`config.mk`:
```
export PLATFORM = sky130hd
export DESIGN_NAME = bus_wait_ctrl
export DESIGN_NICKNAME = d
export VERILOG_FILES = /design/src/rtl/bwc_pkg.sv /design/src/rtl/bwc_ack_sampler.sv /design/src/rtl/bwc_wait_counter.sv /design/src/rtl/bwc_phase_fsm.sv /design/src/rtl/bwc_strobe_decode.sv /design/src/rtl/bus_wait_ctrl.sv
export SDC_FILE = /design/constraint.sdc
export NUM_CORES = 1
export LEC_CHECK = 0
export ABC_AREA = 1
export BUFFER_PORTS_ARGS = -buffer_cell sky130_fd_sc_hd__buf_2
export CORE_AREA = 2 2 39 41
export DETAILED_ROUTE_END_ITERATION = 7
export DIE_AREA = 0 0 41 43
export GPL_TIMING_DRIVEN = 1
export PLACE_DENSITY = 0.51
export SETUP_SLACK_MARGIN = 0.4
export SYNTH_ARGS = -nofsm -noshare
export SYNTH_HDL_FRONTEND = slang
export SYNTH_SLANG_ARGS = --single-unit
```
`constraint.sdc`:
```
create_clock -name clk -period 2.25 [get_ports clk]
set_input_delay 0.1125 -clock clk [delete_from_list [all_inputs] [get_ports clk]]
set_output_delay 0.1125 -clock clk [all_outputs]
set_load 0.005 [all_outputs]
```
`src/rtl/bwc_pkg.sv`:
```
// Package: shared phase encoding for the bus wait-state controller.
// Assumes two status lines; the code values are part of the external contract.
package bwc_pkg;

    typedef enum logic [1:0] {
        PH_IDLE  = 2'b11,
        PH_START = 2'b10,
        PH_WAIT  = 2'b00,
        PH_END   = 2'b01
    } phase_t;

endpackage

```
`src/rtl/bwc_ack_sampler.sv`:
```
// Module: bwc_ack_sampler
// Captures the active-low acknowledge on the falling clock edge and presents it
// as an active-high "seen" flag for the next rising edge.
// Assumes the acknowledge is synchronous to clk. Reset is synchronous and
// active low, and is applied on the falling edge as well.
module bwc_ack_sampler (
    input  logic clk,
    input  logic rst_n,
    input  logic ack_n,
    output logic ack_seen
);

    // Falling-edge capture of the acknowledge level.
    always_ff @(negedge clk) begin
        if (!rst_n) begin
            ack_seen <= 1'b0;
        end else begin
            ack_seen <= ~ack_n;
        end
    end

endmodule

```
`src/rtl/bwc_wait_counter.sv`:
```
// Module: bwc_wait_counter
// Holds the remaining minimum wait states of the current cycle. It loads the
// register value when a cycle starts and counts down to zero, where it stays.
// Assumes load and count are never asserted together by the controller; load wins.
module bwc_wait_counter #(
    parameter int WAIT_W = 4
) (
    input  logic              clk,
    input  logic              rst_n,
    input  logic              load,
    input  logic [WAIT_W-1:0] load_val,
    input  logic              count_en,
    output logic              at_zero
);

    localparam logic [WAIT_W-1:0] ZERO = '0;
    localparam logic [WAIT_W-1:0] ONE  = {{(WAIT_W-1){1'b0}}, 1'b1};

    logic [WAIT_W-1:0] remain;

    // Load at cycle start, otherwise saturating decrement while enabled.
    always_ff @(posedge clk) begin
        if (!rst_n) begin
            remain <= ZERO;
        end else if (load) begin
            remain <= load_val;
        end else if (count_en && (remain != ZERO)) begin
            remain <= remain - ONE;
        end
    end

    // Zero flag used by the phase machine to permit cycle end.
    always_comb begin
        at_zero = (remain == ZERO);
    end

endmodule

```
`src/rtl/bwc_phase_fsm.sv`:
```
// Module: bwc_phase_fsm
// Four-phase bus cycle sequencer: idle, start, wait, end. A cycle leaves wait
// only when the minimum counter is exhausted and an acknowledge was sampled
// while owning the bus. A request in the end phase chains a new cycle.
// Assumes ack_seen comes from the falling-edge sampler.
module bwc_phase_fsm
    import bwc_pkg::*;
(
    input  logic   clk,
    input  logic   rst_n,
    input  logic   bus_owner,
    input  logic   xfer_req,
    input  logic   ack_seen,
    input  logic   cnt_zero,
    output phase_t phase,
    output logic   cnt_load,
    output logic   cnt_count
);

    phase_t phase_nxt;
    logic   start_ok;
    logic   finish_ok;

    // Qualify the request and the acknowledge with bus ownership.
    always_comb begin
        start_ok  = xfer_req && bus_owner;
        finish_ok = ack_seen && bus_owner && cnt_zero;
    end

    // Next-phase selection.
    always_comb begin
        phase_nxt = phase;
        unique case (phase)
            PH_IDLE:  if (start_ok) phase_nxt = PH_START;
            PH_START: phase_nxt = PH_WAIT;
            PH_WAIT:  if (finish_ok) phase_nxt = PH_END;
            PH_END:   phase_nxt = start_ok ? PH_START : PH_IDLE;
            default:  phase_nxt = PH_IDLE;
        endcase
    end

    // Phase register with synchronous active-low reset.
    always_ff @(posedge clk) begin
        if (!rst_n) begin
            phase <= PH_IDLE;
        end else begin
            phase <= phase_nxt;
        end
    end

    // Counter control: load on entry to start, count through wait.
    always_comb begin
        cnt_load  = (phase_nxt == PH_START) && (phase != PH_START);
        cnt_count = (phase == PH_WAIT);
    end

endmodule

```
`src/rtl/bwc_strobe_decode.sv`:
```
// Module: bwc_strobe_decode
// Decodes the phase code into active-low address and data strobes.
// Assumes the phase code is glitch-free because it is registered.
module bwc_strobe_decode
    import bwc_pkg::*;
(
    input  phase_t      phase,
    output logic [1:0]  status,
    output logic        addr_stb_n,
    output logic        data_stb_n
);

    // Address strobe covers start through end; data strobe covers wait and end.
    always_comb begin
        status     = phase;
        addr_stb_n = (phase == PH_IDLE);
        data_stb_n = (phase == PH_IDLE) || (phase == PH_START);
    end

endmodule

```
`src/rtl/bus_wait_ctrl.sv`:
```
// Module: bus_wait_ctrl (top)
// Sequences external bus cycles. The wait phase length is the larger of a
// programmed minimum and an acknowledge-driven extension. It exports a two-bit
// phase code and the strobes decoded from it.
// Assumes all inputs are synchronous to clk; min_wait is read only at cycle start.
module bus_wait_ctrl #(
    parameter int WAIT_W = 4
) (
    input  logic              clk,
    input  logic              rst_n,
    input  logic              bus_owner,
    input  logic              xfer_req,
    input  logic [WAIT_W-1:0] min_wait,
    input  logic              xfer_ack_n,
    output logic [1:0]        bus_phase,
    output logic              addr_stb_n,
    output logic              data_stb_n
);

    import bwc_pkg::*;

    logic   ack_seen;
    logic   cnt_zero;
    logic   cnt_load;
    logic   cnt_count;
    phase_t phase;

    bwc_ack_sampler u_ack (
        .clk      (clk),
        .rst_n    (rst_n),
        .ack_n    (xfer_ack_n),
        .ack_seen (ack_seen)
    );

    bwc_wait_counter #(.WAIT_W(WAIT_W)) u_cnt (
        .clk      (clk),
        .rst_n    (rst_n),
        .load     (cnt_load),
        .load_val (min_wait),
        .count_en (cnt_count),
        .at_zero  (cnt_zero)
    );

    bwc_phase_fsm u_fsm (
        .clk       (clk),
        .rst_n     (rst_n),
        .bus_owner (bus_owner),
        .xfer_req  (xfer_req),
        .ack_seen  (ack_seen),
        .cnt_zero  (cnt_zero),
        .phase     (phase),
        .cnt_load  (cnt_load),
        .cnt_count (cnt_count)
    );

    bwc_strobe_decode u_stb (
        .phase      (phase),
        .status     (bus_phase),
        .addr_stb_n (addr_stb_n),
        .data_stb_n (data_stb_n)
    );

endmodule

```
==> results.md, run 1 <==
- Max capacitance violation total: 0
- RSZ-0062 raised after global routing: false
- IO Port Bufs: 12
- Critical path's slowest cell: dfxtp_1
- Ys Warns: 0
- VDD IR-drop max: 0.000303 V
- Top sig layer: met4
- Via count: between 300 and 400
- WP data required: 2420 ps
- WP buf/inv: 0
- Non-filler instance count after layout: 90
- Largest net degree at the start of global routing: 9
- Sequential area share after synthesis: a little over a third
- Synthesized cell area: 400 µm²
- H-tree Lvls: 1
- Max incr delay on CP: between 200 and 300 ps
- Status: completed
- Final Hold Viols: 0
- FP Rows: 14
- Leak pwr: slightly above 0.3 nW
- Cell variety after synth: 17
- Slew @ Worst Pin: approximately 240 ps
- Number of vias per cell: 4.36
- Crit. End Element: register
- Dpl hpwl: slightly above 600 µm
- Met2 WL: roughly 360 µm
- Clock Skews: around 55 ps
- Global-route wire length before repair: 1410 µm
- Final setup vio count: 0
- Slew Limit Fails: 0
- # DRC: 0
- Min-delay worst type: in -> reg
- Worst skew pair latency: between 300 and 400 ps
- Final net count: 86
- Clock Sinks: 7
- Die extent in x: between 40 and 50 µm
- DRT Wirelength: about 810 µm
- GRT Total Usage: roughly 13%
- Met1 Wirelength: just under 400 µm
- Area delta synth->final: 25.6%
- Yosys reg bits: 7
- CP Class: reg -> reg
- GRT overflow: 0
- Worst setup SP type: register
- Max-slew headroom: between 80% and 90%
- Layout cell share with drive strength beyond 1: 25.7%
- 1st-pass router iterations: 2
- Mapped Cells: 59
- Die outline area: roughly 0.0018 mm²
- Routed wl met3: approximately 45 µm
- Hold buffer count at CTS: 0
- CTS Buffer Depth: 2
- Gpl congestion: 0.646
- Placed insts: 86
- Cells along the critical path: nand2_1 -> o311ai_1
- CTS Buf Count: 3
- Syn_area_per_cell: a little under 7 µm²
- Post-synth top area cell: dfxtp_1
- Core Area: roughly 0.0014 mm²
- PD cells: slightly above 600 mW/mm²
- Starting Density: about 29%
- Diode count: 0
- DRT iter0 DRCs: 3
- Via count of the first global-routing pass: roughly 350
- Post-CTS Setup Inserts: 0
- Yosys top cell area share: a little over a third
- Delay-heaviest family, CP: flip-flops
- Dpl cell area: 477 µm²
- Initial antenna violation count: 0
- Crit path max fanout: 1
- Clock Tree Root: clkbuf_4
- Setup TNS: 0 ps
- Post-DRT Antenna Nets: 0
- Tot Pwr: between 0.3 and 0.4 mW
- CTS clock-pin slew for the worst setup and hold paths: 60 ps
- Die Ht: 43 µm
- # IOs: 13
- CP Data Arrival Time: between 1500 and 2000 ps
- Fin area: 503 µm²
- Wire per inst: approximately 9 µm
- TritonCTS clock tree: built
- Syn Nets: 70
- Area contributors post-synth: dfxtp_1, inv_1, nand2_1
path summary, 6_finish.rpt:
check	start	end	slack, ps	cells after the start
hold / removal	rst_n	u_fsm.phase[1]$_SDFF_PN1_	90	2
setup reg to reg	u_ack.ack_seen$_SDFF_NN0_	u_fsm.phase[0]$_SDFF_PN1_	440	2
setup / recovery	u_ack.ack_seen$_SDFF_NN0_	u_fsm.phase[0]$_SDFF_PN1_	440	2
hold reg to reg	u_cnt.remain[1]$_SDFFE_PN0P_	u_cnt.remain[1]$_SDFFE_PN0P_	510	2
repair_timing:
action | CTS | global route
gates resized for setup | 1 | 0
endpoints found under the setup margin | 1 | 1
pin swaps | 0 | 1
cells in the mapped netlist:
| master | instances |
|---|---|
| a21oi_1 | 3 |
| clkbuf_1 | 1 |
| dfxtp_1 | 7 |
| ha_1 | 2 |
| inv_1 | 12 |
| inv_2 | 1 |
| nand2_1 | 12 |
| nand2_2 | 1 |
| nand2_4 | 1 |
| nand3_1 | 4 |
| nand3b_1 | 1 |
| nand4_2 | 1 |
| nor2_1 | 9 |
| o21ai_0 | 1 |
| o311ai_0 | 1 |
| xnor2_1 | 1 |
| xor2_1 | 1 |
metrics by stage:
| stage | hold WS (ps) | setup WS [ps] | util, % |
|---|---|---|---|
| floorplan | 182 | 434 | - |
| global placement | 340 | 400 | 34.4 |
| detailed placement | 349 | 409 | 34.4 |
| CTS | 88.6 | 401 | 36.3 |
| global route | 71.5 | 419 | 36.3 |
| finish | 92.5 | 445 | 36.3 |
cells in the final DEF (no fill, tap or decap), drive strengths merged:
cell type and count:
nand2 14, nand3 4, ha 2, nand3b 1, xor2 1, o21ai 1
buf 12, clkbuf 3, xnor2 1, o311ai 1, dfxtp 7, inv 14
nor2 9, nand4 1, a21oi 3
layout make-up:
cell class / count / area [µm²]
flip-flops and latches: 7 / 140
clock buffers: 3 / 22.5
clock inverters: 2 / 7.51
fillers: 160 / 881
well taps: 16 / 20.0
multi-input cells: 38 / 208
repair buffers: 12 / 60.1
inverters: 12 / 45.0
power breakdown:
| part | switching [mW] | internal, mW | leakage (nW) |
|---|---|---|---|
| Combinational | 0.0285 | 0.0239 | 0.221 |
| Sequential | 0.00630 | 0.132 | 0.0576 |
| Clock | 0.0535 | 0.0657 | 0.0245 |
cells by family after synthesis:
logic type	synth area share (%)
flip-flops	35.0
adder cells (fa/ha/maj)	6.25
buffers and inverters	13.1
XOR/XNOR	4.38
AO/OA/AOI/OAI	7.19
AND/OR/NAND/NOR	34.1
flip-flops by register name, indices dropped and copies added, names as in the netlist:
name	count
u_ack.ack_seen	1
u_cnt.remain	4
u_fsm.phase	2
layer usage:
metal | up-vias | global-route usage, %
met5 | - | 0
met4 | 0 | 8.00
met3 | 2 | 7.85
met2 | 9 | 16.3
met1 | 173 | 14.9
li1 | 208 | -
Power figures use the tool's default switching activity.
==> run 2, diff against run 1 <==
- ABC_AREA: 1 -> 0
- PLACE_DENSITY: 0.51 -> 0.49
- clock period: 2.25 -> 1.7 ns (I/O delays scaled with it)
==> run 2 against run 1 <==
  * Critical path depth is the same
  * Clock power increased by 32%
  * Largest cell class unchanged
  * Die area unchanged
==> results.md, run 2 <==
- Yosys reg bits: 7
- Gpl congestion: approximately 0.64
- Area contributors post-synth: dfxtp_1, ha_1, or4_1
- Commonest cells in the synthesized netlist: dfxtp_1, inv_1, o21ai_0
- DRT Wirelength: 885 µm
- Worst skew pair latency: between 300 and 400 ps
- Max capacitance violation total: 0
- Final setup vio count: 0
- Final net count: 72
- Via count: 374
- Syn_area_per_cell: roughly 8.4 µm²
- Global-route wire length before repair: roughly 1400 µm
- Reg2reg end: u_fsm.phase[0]$_SDFF_PN1_
- IO Port Bufs: 12
- CTS clock-pin slew for the worst setup and hold paths: 50 ps
- Dpl hpwl: between 600 and 700 µm
- Yosys top cell area share: a little under two fifths
- Sequential area share after synthesis: a little under two fifths
- Initial antenna violation count: 0
- Leak pwr: ~0.22 nW
- Diode count: 0
- FP Rows: 14
- # IOs: 13
- Post-DRT Antenna Nets: 0
- Status: completed
- Die outline area: 0.00176 mm²
- PD cells: about 820 mW/mm²
- Worst setup SP type: register
- Top FF cell, synth: dfxtp_1
- Number of vias per cell: about 5
- Final Hold Viols: 0
- Most frequent cells in the layout: buf_2, dfxtp_1, inv_1
- FFs w/ async S/R, synth: 0%
- Synthesized cell area: 369 µm²
- Slew @ Worst Pin: 292 ps
- Syn Nets: 55
- Area delta synth->final: 38.3%
- Worst Hold End: u_cnt.remain[3]$_SDFFE_PN0P_
- Largest register FFs: 4
- Crit. End Element: register
- Max-slew headroom: roughly 80%
- Post-synth top area cell: dfxtp_1
- WHS Path Cells: 3
- Fill cell count: ~160
- R2R cell count: 2
- Clock Tree Root: clkbuf_4
- CP Data Arrival Time: 1630 ps
- Setup TNS: 0 ps
- GRT Total Usage: between 10 and 15%
- DRT iter0 DRCs: 6
- Cell variety after synth: 21
- Clock Power Share: ~38%
- Launch point of the worst hold path: min_wait[3]
- Largest family of logic cells by synthesized area: simple AND/OR/NAND/NOR gates
- Clock Skews: approximately 56 ps
- Layout cell share with drive strength beyond 1: around 40%
- VDD IR-drop max: approximately 0.00043 V
- Synth Area in Adders: between 6 and 7%
- Worst r2r src: u_ack.ack_seen$_SDFF_NN0_
- Die extent in x: just over 40 µm
- WP data required: 1850 ps
- EDFF count, synth: 0
- Final worst slack: ~220 ps
- Post-CTS Setup Inserts: 0
- Ys Warns: 0
- # DRC: 0
- Switching share of power: approximately 28%
- CP Class: reg -> reg
- H-tree Lvls: 1
- Compound-Gate Fraction of Synth Area: between 10% and 20%
- Pre-CTS setup slack: around 260 ps
- Register with the highest flop count: u_cnt.remain
- Post-Synth XOR/XNOR Area: 0%
- Die Ht: 43 µm
- Via count of the first global-routing pass: ~320
- Post-synthesis simple-gate area fraction: between 30% and 40%
- RSZ-0062 raised after global routing: true
- Proportion of synthesized area in mux cells: 0%
- Clock Sinks: 7
- Wire per inst: between 10 and 15 µm
- CTS Buffer Depth: 2
- Slew Limit Fails: 0
- Pint: between 0.3 and 0.4 mW
- Crit path max fanout: 1
- Most numerous cell in the Yosys netlist: dfxtp_1
- Gate power share: 17.3%
- Hold buffer count at CTS: 0
- Min-delay worst type: in -> reg
- Flop pwr share: about 45%
- P_sw: around 0.12 mW
- 1st-pass router iterations: 2
- TritonCTS clock tree: built
- Mapped Cells: between 40 and 50
- Largest net degree at the start of global routing: 10
- Core Area: roughly 0.0014 mm²
- Most common cell after layout, fill and taps aside: buf_2
- Starting Density: between 20% and 30%
- Largest registers: u_cnt.remain: 4 flops, u_fsm.phase: 2 flops, u_ack.ack_seen: 1 flops
- GRT overflow: 0
- Worst R2R Setup Slack: between 200 and 250 ps
- CTS Buf Count: 3
## run 2: changes by cell type in the layout (fill, tap and decap cells not counted), moves of 2 or more
| cell | change |
|---|---|
| nand2_1 | -11 |
| inv_1 | -9 |
| nor2_1 | -7 |
| a21oi_1 | -3 |
| a31oi_1 | +3 |
| or4_1 | +3 |
| dfxtp_1 | -2 |
| dfxtp_2 | +2 |
| nand2b_1 | +2 |
| nand3_1 | -2 |
| o21ai_0 | +2 |
| or3_1 | +2 |
## run 2: logic make-up after synthesis
family          after synthesis
fa+ha+maj                     2
buf+inv                       6
flops                         7
compound gates               10
simple gates                 19
## run 2: how the worst max path moves through the flow
stage,startpoint,end,slack [ps],cells after the start
3_3_place_gp,u_ack.ack_seen$_SDFF_NN0_,u_fsm.phase[0]$_SDFF_PN1_,280,2
3_5_place_dp,u_ack.ack_seen$_SDFF_NN0_,u_fsm.phase[0]$_SDFF_PN1_,260,2
6_report,u_ack.ack_seen$_SDFF_NN0_,u_fsm.phase[0]$_SDFF_PN1_,220,2
4_1_cts,u_ack.ack_seen$_SDFF_NN0_,u_fsm.phase[0]$_SDFF_PN1_,210,2
2_1_floorplan,u_ack.ack_seen$_SDFF_NN0_,u_fsm.phase[0]$_SDFF_PN1_,290,2
5_1_grt,u_ack.ack_seen$_SDFF_NN0_,u_fsm.phase[0]$_SDFF_PN1_,200,2
## run 2: power by group through the flow
stage | clock network, mW | logic, mW | registers, mW
floorplan | 0.00736 | 0.0407 | 0.188
global placement | 0.00736 | 0.0676 | 0.191
detailed placement | 0.00736 | 0.0673 | 0.192
CTS | 0.163 | 0.0712 | 0.189
global route | 0.176 | 0.0794 | 0.191
finish | 0.157 | 0.0721 | 0.189
## run 2: critical path, cell delays in order, from the launching register on
cell and delay, ps:
dfxtp_1 280, a31oi_1 120, o21ai_1 70
## run 2: what timing repair did
item	4_1_cts	5_1_grt
setup endpoints to repair	5	5
cloned	0	0
pin swaps	2	1
gates resized for setup	3	1
## run 2: cell type report
cell class / instances / area (µm²) / area share (%)
Clock buffer: 3 / 22.5 / 4.41
Clock inverter: 2 / 7.51 / 1.47
Inverter: 4 / 15.0 / 2.94
Multi-Input combinational cell: 31 / 235 / 46.1
Sequential cell: 7 / 143 / 27.9
Tap cell: 16 / 20.0 / 3.92
Timing Repair Buffer: 13 / 67.6 / 13.2
## run 2: layer usage
layer  routed length, µm  GRT usage (%)  vias up
met2                 403           16.9       13
met3                  71           9.42        0
met5                   0              0        -
li1                    -              -      193
met1                 410           14.1      168
met4                   0           4.00        0
## run 2: stage by stage
stage | hold slack (ps) | power [mW] | instance area, µm² | util (%) | std cells
detailed placement | 354 | 0.267 | 469 | 33.9 | 72
finish | 92.2 | 0.418 | 510 | 36.9 | 76
global route | 98.1 | 0.446 | 510 | 36.9 | 76
CTS | 84.3 | 0.424 | 505 | 36.5 | 76
floorplan | 159 | 0.236 | 385 | - | 44
global placement | 349 | 0.266 | 469 | 33.9 | 72
